### config.mk
export PLATFORM = sky130hd
export DESIGN_NAME = oc_ref_gen
export DESIGN_NICKNAME = d
export VERILOG_FILES = /design/src/rtl/ocr_pkg.sv /design/src/rtl/ocr_counter.sv /design/src/rtl/ocr_channel.sv /design/src/rtl/oc_ref_gen.sv
export SDC_FILE = /design/constraint.sdc
export NUM_CORES = 1
export LEC_CHECK = 0
export BUFFER_PORTS_ARGS = -buffer_cell sky130_fd_sc_hd__buf_2
export CAP_MARGIN = 10
export CORE_MARGIN = 3
export CORE_UTILIZATION = 30
export CTS_BUF_LIST = sky130_fd_sc_hd__clkbuf_4
export DETAILED_ROUTE_END_ITERATION = 6
export HOLD_SLACK_MARGIN = 0.06
export SYNTH_ARGS = -nofsm -noshare
export SYNTH_HDL_FRONTEND = slang
export SYNTH_SLANG_ARGS = --single-unit
### constraint.sdc
create_clock -name clk_i -period 3.64 [get_ports clk_i]
set_input_delay 0.364 -clock clk_i [delete_from_list [all_inputs] [get_ports clk_i]]
set_output_delay 0.364 -clock clk_i [all_outputs]
set_load 0.02 [all_outputs]
### src/rtl/ocr_pkg.sv
package ocr_pkg;

    typedef enum logic [3:0] {
        OCM_FROZEN   = 4'd0,
        OCM_SET      = 4'd1,
        OCM_CLR      = 4'd2,
        OCM_TOGGLE   = 4'd3,
        OCM_FORCE_LO = 4'd4,
        OCM_FORCE_HI = 4'd5,
        OCM_PWM1     = 4'd6,
        OCM_PWM2     = 4'd7,
        OCM_OPM1     = 4'd8,
        OCM_OPM2     = 4'd9,
        OCM_CMB1     = 4'd12,
        OCM_CMB2     = 4'd13,
        OCM_ASY1     = 4'd14,
        OCM_ASY2     = 4'd15
    } ocm_e;

    typedef enum logic {
        CNT_UP   = 1'b0,
        CNT_DOWN = 1'b1
    } cnt_dir_e;

    typedef enum logic {
        OP_WAIT  = 1'b0,
        OP_PULSE = 1'b1
    } op_state_e;

endpackage

### src/rtl/ocr_counter.sv
module ocr_counter
    import ocr_pkg::*;
#(
    parameter int CNT_W = 16
) (
    input  logic             clk_i,
    input  logic             rst_ni,
    input  logic             en_i,
    input  logic             dir_down_i,
    input  logic [CNT_W-1:0] arr_i,
    output logic [CNT_W-1:0] cnt_o,
    output logic             cnt_up_o,
    output logic             upd_o
);

    localparam logic [CNT_W-1:0] CNT_ZERO = '0;

    cnt_dir_e         dir_q, dir_d;
    logic [CNT_W-1:0] cnt_q, cnt_d;
    logic             wrap;
    logic             upd_q;

    // wrap condition depends on the direction currently held
    always_comb begin
        unique case (dir_q)
            CNT_UP:   wrap = (cnt_q >= arr_i);
            CNT_DOWN: wrap = (cnt_q == CNT_ZERO);
            default:  wrap = 1'b0;
        endcase
    end

    always_comb begin
        dir_d = dir_q;
        cnt_d = cnt_q;
        if (en_i) begin
            dir_d = dir_down_i ? CNT_DOWN : CNT_UP;
            unique case (dir_q)
                CNT_UP:   cnt_d = wrap ? CNT_ZERO : cnt_q + 1'b1;
                CNT_DOWN: cnt_d = wrap ? arr_i    : cnt_q - 1'b1;
                default:  cnt_d = cnt_q;
            endcase
        end
    end

    // state register
    always_ff @(posedge clk_i) begin
        if (!rst_ni) begin
            dir_q <= CNT_UP;
            cnt_q <= CNT_ZERO;
        end else begin
            dir_q <= dir_d;
            cnt_q <= cnt_d;
        end
    end

    // registered outputs
    always_ff @(posedge clk_i) begin
        if (!rst_ni) begin
            upd_q <= 1'b0;
        end else begin
            upd_q <= en_i && wrap;
        end
    end

    assign cnt_o    = cnt_q;
    assign cnt_up_o = (dir_q == CNT_UP);
    assign upd_o    = upd_q;

endmodule

### src/rtl/ocr_channel.sv
module ocr_channel
    import ocr_pkg::*;
#(
    parameter int CNT_W = 16
) (
    input  logic             clk_i,
    input  logic             rst_ni,
    input  logic             en_i,
    input  logic [CNT_W-1:0] cnt_i,
    input  logic             cnt_up_i,
    input  logic             upd_i,
    input  logic             trig_i,
    input  logic [3:0]       mode_i,
    input  logic [CNT_W-1:0] cmp_i,
    output logic             ref_d_o,
    output logic             ref_o
);

    ocm_e      mode;
    op_state_e st_q, st_d;
    logic      ref_q, ref_d;
    logic      pwm1, pwm2, match, is_opm;

    assign mode   = ocm_e'(mode_i);
    assign pwm1   = cnt_up_i ? (cnt_i <  cmp_i) : (cnt_i <= cmp_i);
    assign pwm2   = cnt_up_i ? (cnt_i >= cmp_i) : (cnt_i >  cmp_i);
    assign match  = en_i && (cnt_i == cmp_i);
    assign is_opm = (mode == OCM_OPM1) || (mode == OCM_OPM2);

    // one-pulse transitions: WAIT->PULSE on trigger, PULSE->WAIT on update
    always_comb begin
        st_d = st_q;
        if (!is_opm) begin
            st_d = OP_WAIT;
        end else begin
            unique case (st_q)
                OP_WAIT:  st_d = trig_i ? OP_PULSE : OP_WAIT;
                OP_PULSE: st_d = trig_i ? OP_PULSE : (upd_i ? OP_WAIT : OP_PULSE);
                default:  st_d = OP_WAIT;
            endcase
        end
    end

    always_comb begin
        case (mode)
            OCM_SET:      ref_d = match ? 1'b1 : ref_q;
            OCM_CLR:      ref_d = match ? 1'b0 : ref_q;
            OCM_TOGGLE:   ref_d = match ? ~ref_q : ref_q;
            OCM_FORCE_LO: ref_d = 1'b0;
            OCM_FORCE_HI: ref_d = 1'b1;
            OCM_PWM1,
            OCM_CMB1,
            OCM_ASY1:     ref_d = pwm1;
            OCM_PWM2,
            OCM_CMB2,
            OCM_ASY2:     ref_d = pwm2;
            OCM_OPM1:     ref_d = (st_d == OP_PULSE) ? pwm1 : cnt_up_i;
            OCM_OPM2:     ref_d = (st_d == OP_PULSE) ? (cnt_up_i ? pwm2 : pwm1)
                                                     : ~cnt_up_i;
            default:      ref_d = ref_q;
        endcase
    end

    // state register
    always_ff @(posedge clk_i) begin
        if (!rst_ni) begin
            st_q <= OP_WAIT;
        end else begin
            st_q <= st_d;
        end
    end

    // output register
    always_ff @(posedge clk_i) begin
        if (!rst_ni) begin
            ref_q <= 1'b0;
        end else begin
            ref_q <= ref_d;
        end
    end

    assign ref_d_o = ref_d;
    assign ref_o   = ref_q;

endmodule

### src/rtl/oc_ref_gen.sv
module oc_ref_gen
    import ocr_pkg::*;
#(
    parameter int CNT_W = 16
) (
    input  logic             clk_i,
    input  logic             rst_ni,
    input  logic             en_i,
    input  logic             dir_down_i,
    input  logic [CNT_W-1:0] arr_i,
    input  logic [CNT_W-1:0] cmp1_i,
    input  logic [CNT_W-1:0] cmp2_i,
    input  logic [3:0]       mode1_i,
    input  logic [3:0]       mode2_i,
    input  logic             trig_i,
    output logic             ref1_o,
    output logic             ref2_o,
    output logic             comb_o,
    output logic             upd_o
);

    localparam int NCH = 2;

    logic [CNT_W-1:0] cnt_q;
    logic             cnt_up;
    logic             upd_q;
    logic [NCH-1:0]   ref_d, ref_q;
    logic [3:0]       mode_v [NCH];
    logic [CNT_W-1:0] cmp_v  [NCH];
    logic             comb_d, comb_q;
    ocm_e             mode1;

    assign mode_v[0] = mode1_i;
    assign mode_v[1] = mode2_i;
    assign cmp_v[0]  = cmp1_i;
    assign cmp_v[1]  = cmp2_i;
    assign mode1     = ocm_e'(mode1_i);

    ocr_counter #(.CNT_W(CNT_W)) u_cnt (
        .clk_i      (clk_i),
        .rst_ni     (rst_ni),
        .en_i       (en_i),
        .dir_down_i (dir_down_i),
        .arr_i      (arr_i),
        .cnt_o      (cnt_q),
        .cnt_up_o   (cnt_up),
        .upd_o      (upd_q)
    );

    for (genvar g = 0; g < NCH; g++) begin : g_ch
        ocr_channel #(.CNT_W(CNT_W)) u_ch (
            .clk_i    (clk_i),
            .rst_ni   (rst_ni),
            .en_i     (en_i),
            .cnt_i    (cnt_q),
            .cnt_up_i (cnt_up),
            .upd_i    (upd_q),
            .trig_i   (trig_i),
            .mode_i   (mode_v[g]),
            .cmp_i    (cmp_v[g]),
            .ref_d_o  (ref_d[g]),
            .ref_o    (ref_q[g])
        );
    end

    // combined reference: merge rule picked by channel 1 mode
    always_comb begin
        case (mode1)
            OCM_CMB1: comb_d = ref_d[0] | ref_d[1];
            OCM_CMB2: comb_d = ref_d[0] & ref_d[1];
            OCM_ASY1,
            OCM_ASY2: comb_d = cnt_up ? ref_d[0] : ref_d[1];
            default:  comb_d = ref_d[0];
        endcase
    end

    always_ff @(posedge clk_i) begin
        if (!rst_ni) begin
            comb_q <= 1'b0;
        end else begin
            comb_q <= comb_d;
        end
    end

    assign ref1_o = ref_q[0];
    assign ref2_o = ref_q[1];
    assign comb_o = comb_q;
    assign upd_o  = upd_q;

endmodule

==> flow_summary.json <==
{
  "end_kind": "register",
  "clock_skew_ns": 0.0125,
  "overflow": 0,
  "crit_chain": "inv_1 -> ha_1 -> nand4_1 -> nor4_2 -> buf_4 -> nand2_1 -> ha_1 -> mux2_2 -> o21ai_0 -> a21oi_1 -> a311oi_1 -> a31oi_1 -> o32ai_1 -> a21oi_1",
  "tightest_slew_ns": 0.662,
  "post_drt_via_cell_ratio": 5.53,
  "rows": 38,
  "cts_tree": "done",
  "path_clk_slew_ns": 0.16,
  "p_switching_mw": 0.354,
  "layout.cells.non_filler": 679,
  "gp_congestion": 0.919,
  "p_comb_share_pct": 49.2,
  "wire_per_inst_um": 16.0,
  "wirelength_um": 10800,
  "dp.cells": 675,
  "ys_seq_area_share_pct": 13.2,
  "drv_cap": 0,
  "pwr-share-seq_pct": 34.3,
  "synth_async_sr_flop_share_pct": 0,
  "grt_pass1_vias": 3548,
  "max_clock_freq_ghz": 0.304,
  "synth_cell_types": 73,
  "htreeDepth": 1,
  "synth_edf_count": 0,
  "drc": 0,
  "cts_buffers": 3,
  "startpoint_type": "register",
  "antenna_found_initial": 0,
  "cts.sinks": 23,
  "synth_area_um2": 3480,
  "ys.flop_type": "dfxtp_1",
  "drive_above_1_share_pct": 20.2,
  "finalSetupTns_ns": 0,
  "slowest_stage": "dfxtp_2",
  "postCtsSetupRepairBufs": 0,
  "synth-warning-count": 0,
  "firstDrtPassIters": 5,
  "clock_path_buffers": 2,
  "io_pins": 65,
  "slew_headroom_pct": 55.5,
  "synth_top_area_share_pct": 19.4,
  "synthCells": 483,
  "ir_drop_mv": 0.0905,
  "die_w_um": 114,
  "track_usage_pct": 16.3,
  "fp.coreArea_um2": 11100,
  "antenna_left": 0,
  "hpwl_um": 8550,
  "grt_max_degree": 46,
  "cts_root_buffer": "clkbuf_4",
  "status": "finished, final reports clean",
  "synthTopCellsByCount": "inv_1 (68), ha_1 (54), nand2_1 (37), a21oi_1 (35)",
  "internal_power_mw": 0.483,
  "r2r_start": "u_cnt.cnt_o[0]$_SDFFE_PN0P_",
  "syn2layout_area_growth_pct": 14.6,
  "die_y_um": 114,
  "setup_violations": 0,
  "diodes": 0,
  "dr.first_iter.drc_count": 354,
  "cp.arrival_ns": 3.53,
  "min_period_ns": 3.29,
  "critical_path_class": "reg -> reg",
  "dieArea_um2": 12900,
  "finalNetCount": 655,
  "rsz0062_at_grt": "no",
  "port_buffers": 64,
  "pwr-share-clk_pct": 16.5,
  "p_leak_nw": 1.99,
  "period_share_pct": 90.4,
  "syn_nets": 598,
  "via_count": 3755,
  "initial_core_util_pct": 31.4,
  "slew_violations": 0,
  "synthTopCellsByArea": "ha_1 (19%), dfxtp_1 (13%), inv_1 (7.3%)",
  "crit_fanout": 9,
  "ys_ff_latch": 23,
  "p_sw_share_pct": 42.3,
  "synth.most_common_cell": "inv_1",
  "grt_pass1_wl_um": 17400,
  "hold_path_class": "in -> reg",
  "crit_required_ns": 3.88,
  "crit_start": "u_cnt.cnt_o[0]$_SDFFE_PN0P_",
  "p_per_area_nw_per_um2": 210,
  "synth_area_per_cell_um2": 7.21,
  "max_stage_delay_ns": 0.43,
  "insertion_delay_ns": 0.35,
  "hold_violations": 0,
  "hold_start": "dir_down_i",
  "synth_top_cell_by_area": "ha_1"
}
==> worst max-delay path: cells and delay by family (launching register included) <==
family	cells	cell delay, ns
AND/OR/NAND/NOR	3	0.54
adder cells (fa/ha/maj)	2	0.58
multiplexers	1	0.26
AO/OA/AOI/OAI	6	1.02
flip-flops	1	0.43
buffers and inverters	2	0.35
==> routing by layer <==
layer	routed length, um	up-vias	part of all wire (%)	global-route usage (%)
met1	4950	1746	46	22.4
met2	4990	121	46	27.6
met4	151	0	1.4	4.41
met5	0	-	0	0
met3	732	13	6.8	1.27
li1	-	1875	-	-
==> power groups by stage <==
stage	combinational (mW)	clock, mW	sequential, mW
global route	0.463	0.150	0.290
finish	0.412	0.138	0.287
detailed placement	0.407	0	0.292
CTS	0.409	0.143	0.287
floorplan	0.280	0	0.296
global placement	0.396	0	0.292
==> cell families after synthesis <==
group	Yosys count	share of synthesized area [%]
AND/OR/NAND/NOR	150	23.0
AO/OA/AOI/OAI	142	28.1
buffers and inverters	95	11.1
adder cells (fa/ha/maj)	54	19.4
flip-flops	23	13.2
XOR/XNOR	11	2.77
multiplexers	8	2.37
==> layout by cell type, fill, tap and decap left out, types with 5 or more instances in the layout <==
cell,n
a21o_1,6
a21oi_1,35
a22oi_1,5
a31oi_1,9
and3_1,5
buf_2,64
buf_4,14
dfxtp_1,22
ha_1,54
inv_1,68
mux2i_1,6
nand2_1,37
nand2b_1,5
nand3_1,20
nand4_1,17
nor2_1,19
nor2b_1,5
nor3_1,12
o211ai_1,12
o21ai_0,23
o221ai_1,6
o31ai_1,6
xnor2_1,6
xor2_1,5
==> stage by stage <==
stage	total power, mW	hold slack [ns]	setup WS (ns)	cell area (um^2)	utilization (%)
after global placement	0.688	0.623	0.285	3960	35.7
final	0.837	0.295	0.351	3990	36.0
after global routing	0.903	0.314	0.133	3990	36.0
after detailed placement	0.699	0.627	0.195	3960	35.7
after CTS	0.839	0.289	0.151	3980	35.9
after floorplan	0.576	0.534	0.650	3480	-
==> what timing repair did <==
item                       4_1_cts  5_1_grt
hold buffers                     0        0
setup endpoints to repair        0        1
resized for setup                0        2
==> flip-flops by register name, summed over array words and instances, names as in the netlist <==
signal           count
u_cnt.dir_q          1
g_ch.u_ch.st_q       2
comb_o               1
u_cnt.cnt_o         16
g_ch.u_ch.ref_o      2
u_cnt.upd_o          1
==> final cells by class <==
| type | count | area, um^2 |
|---|---|---|
| repair buffers | 78 | 425 |
| multi-input cells | 365 | 2640 |
| clock buffers | 3 | 22.5 |
| inverters | 69 | 259 |
| well taps | 140 | 175 |
| fillers | 1164 | 7090 |
| clock inverters | 1 | 5.00 |
| flip-flops and latches | 23 | 462 |
==> path summary, 6_finish.rpt <==
path                            cells after the start                     endpoint  slack [ns]
worst max-delay path                               14            comb_o$_SDFF_PN0_        0.35
worst min-delay path                                3     u_cnt.dir_q$_SDFFE_PN0P_        0.29
worst max register to register                     14            comb_o$_SDFF_PN0_        0.35
worst min register to register                      2  u_cnt.cnt_o[0]$_SDFFE_PN0P_        0.61
Note: power is estimated with default switching activity, not from simulation.
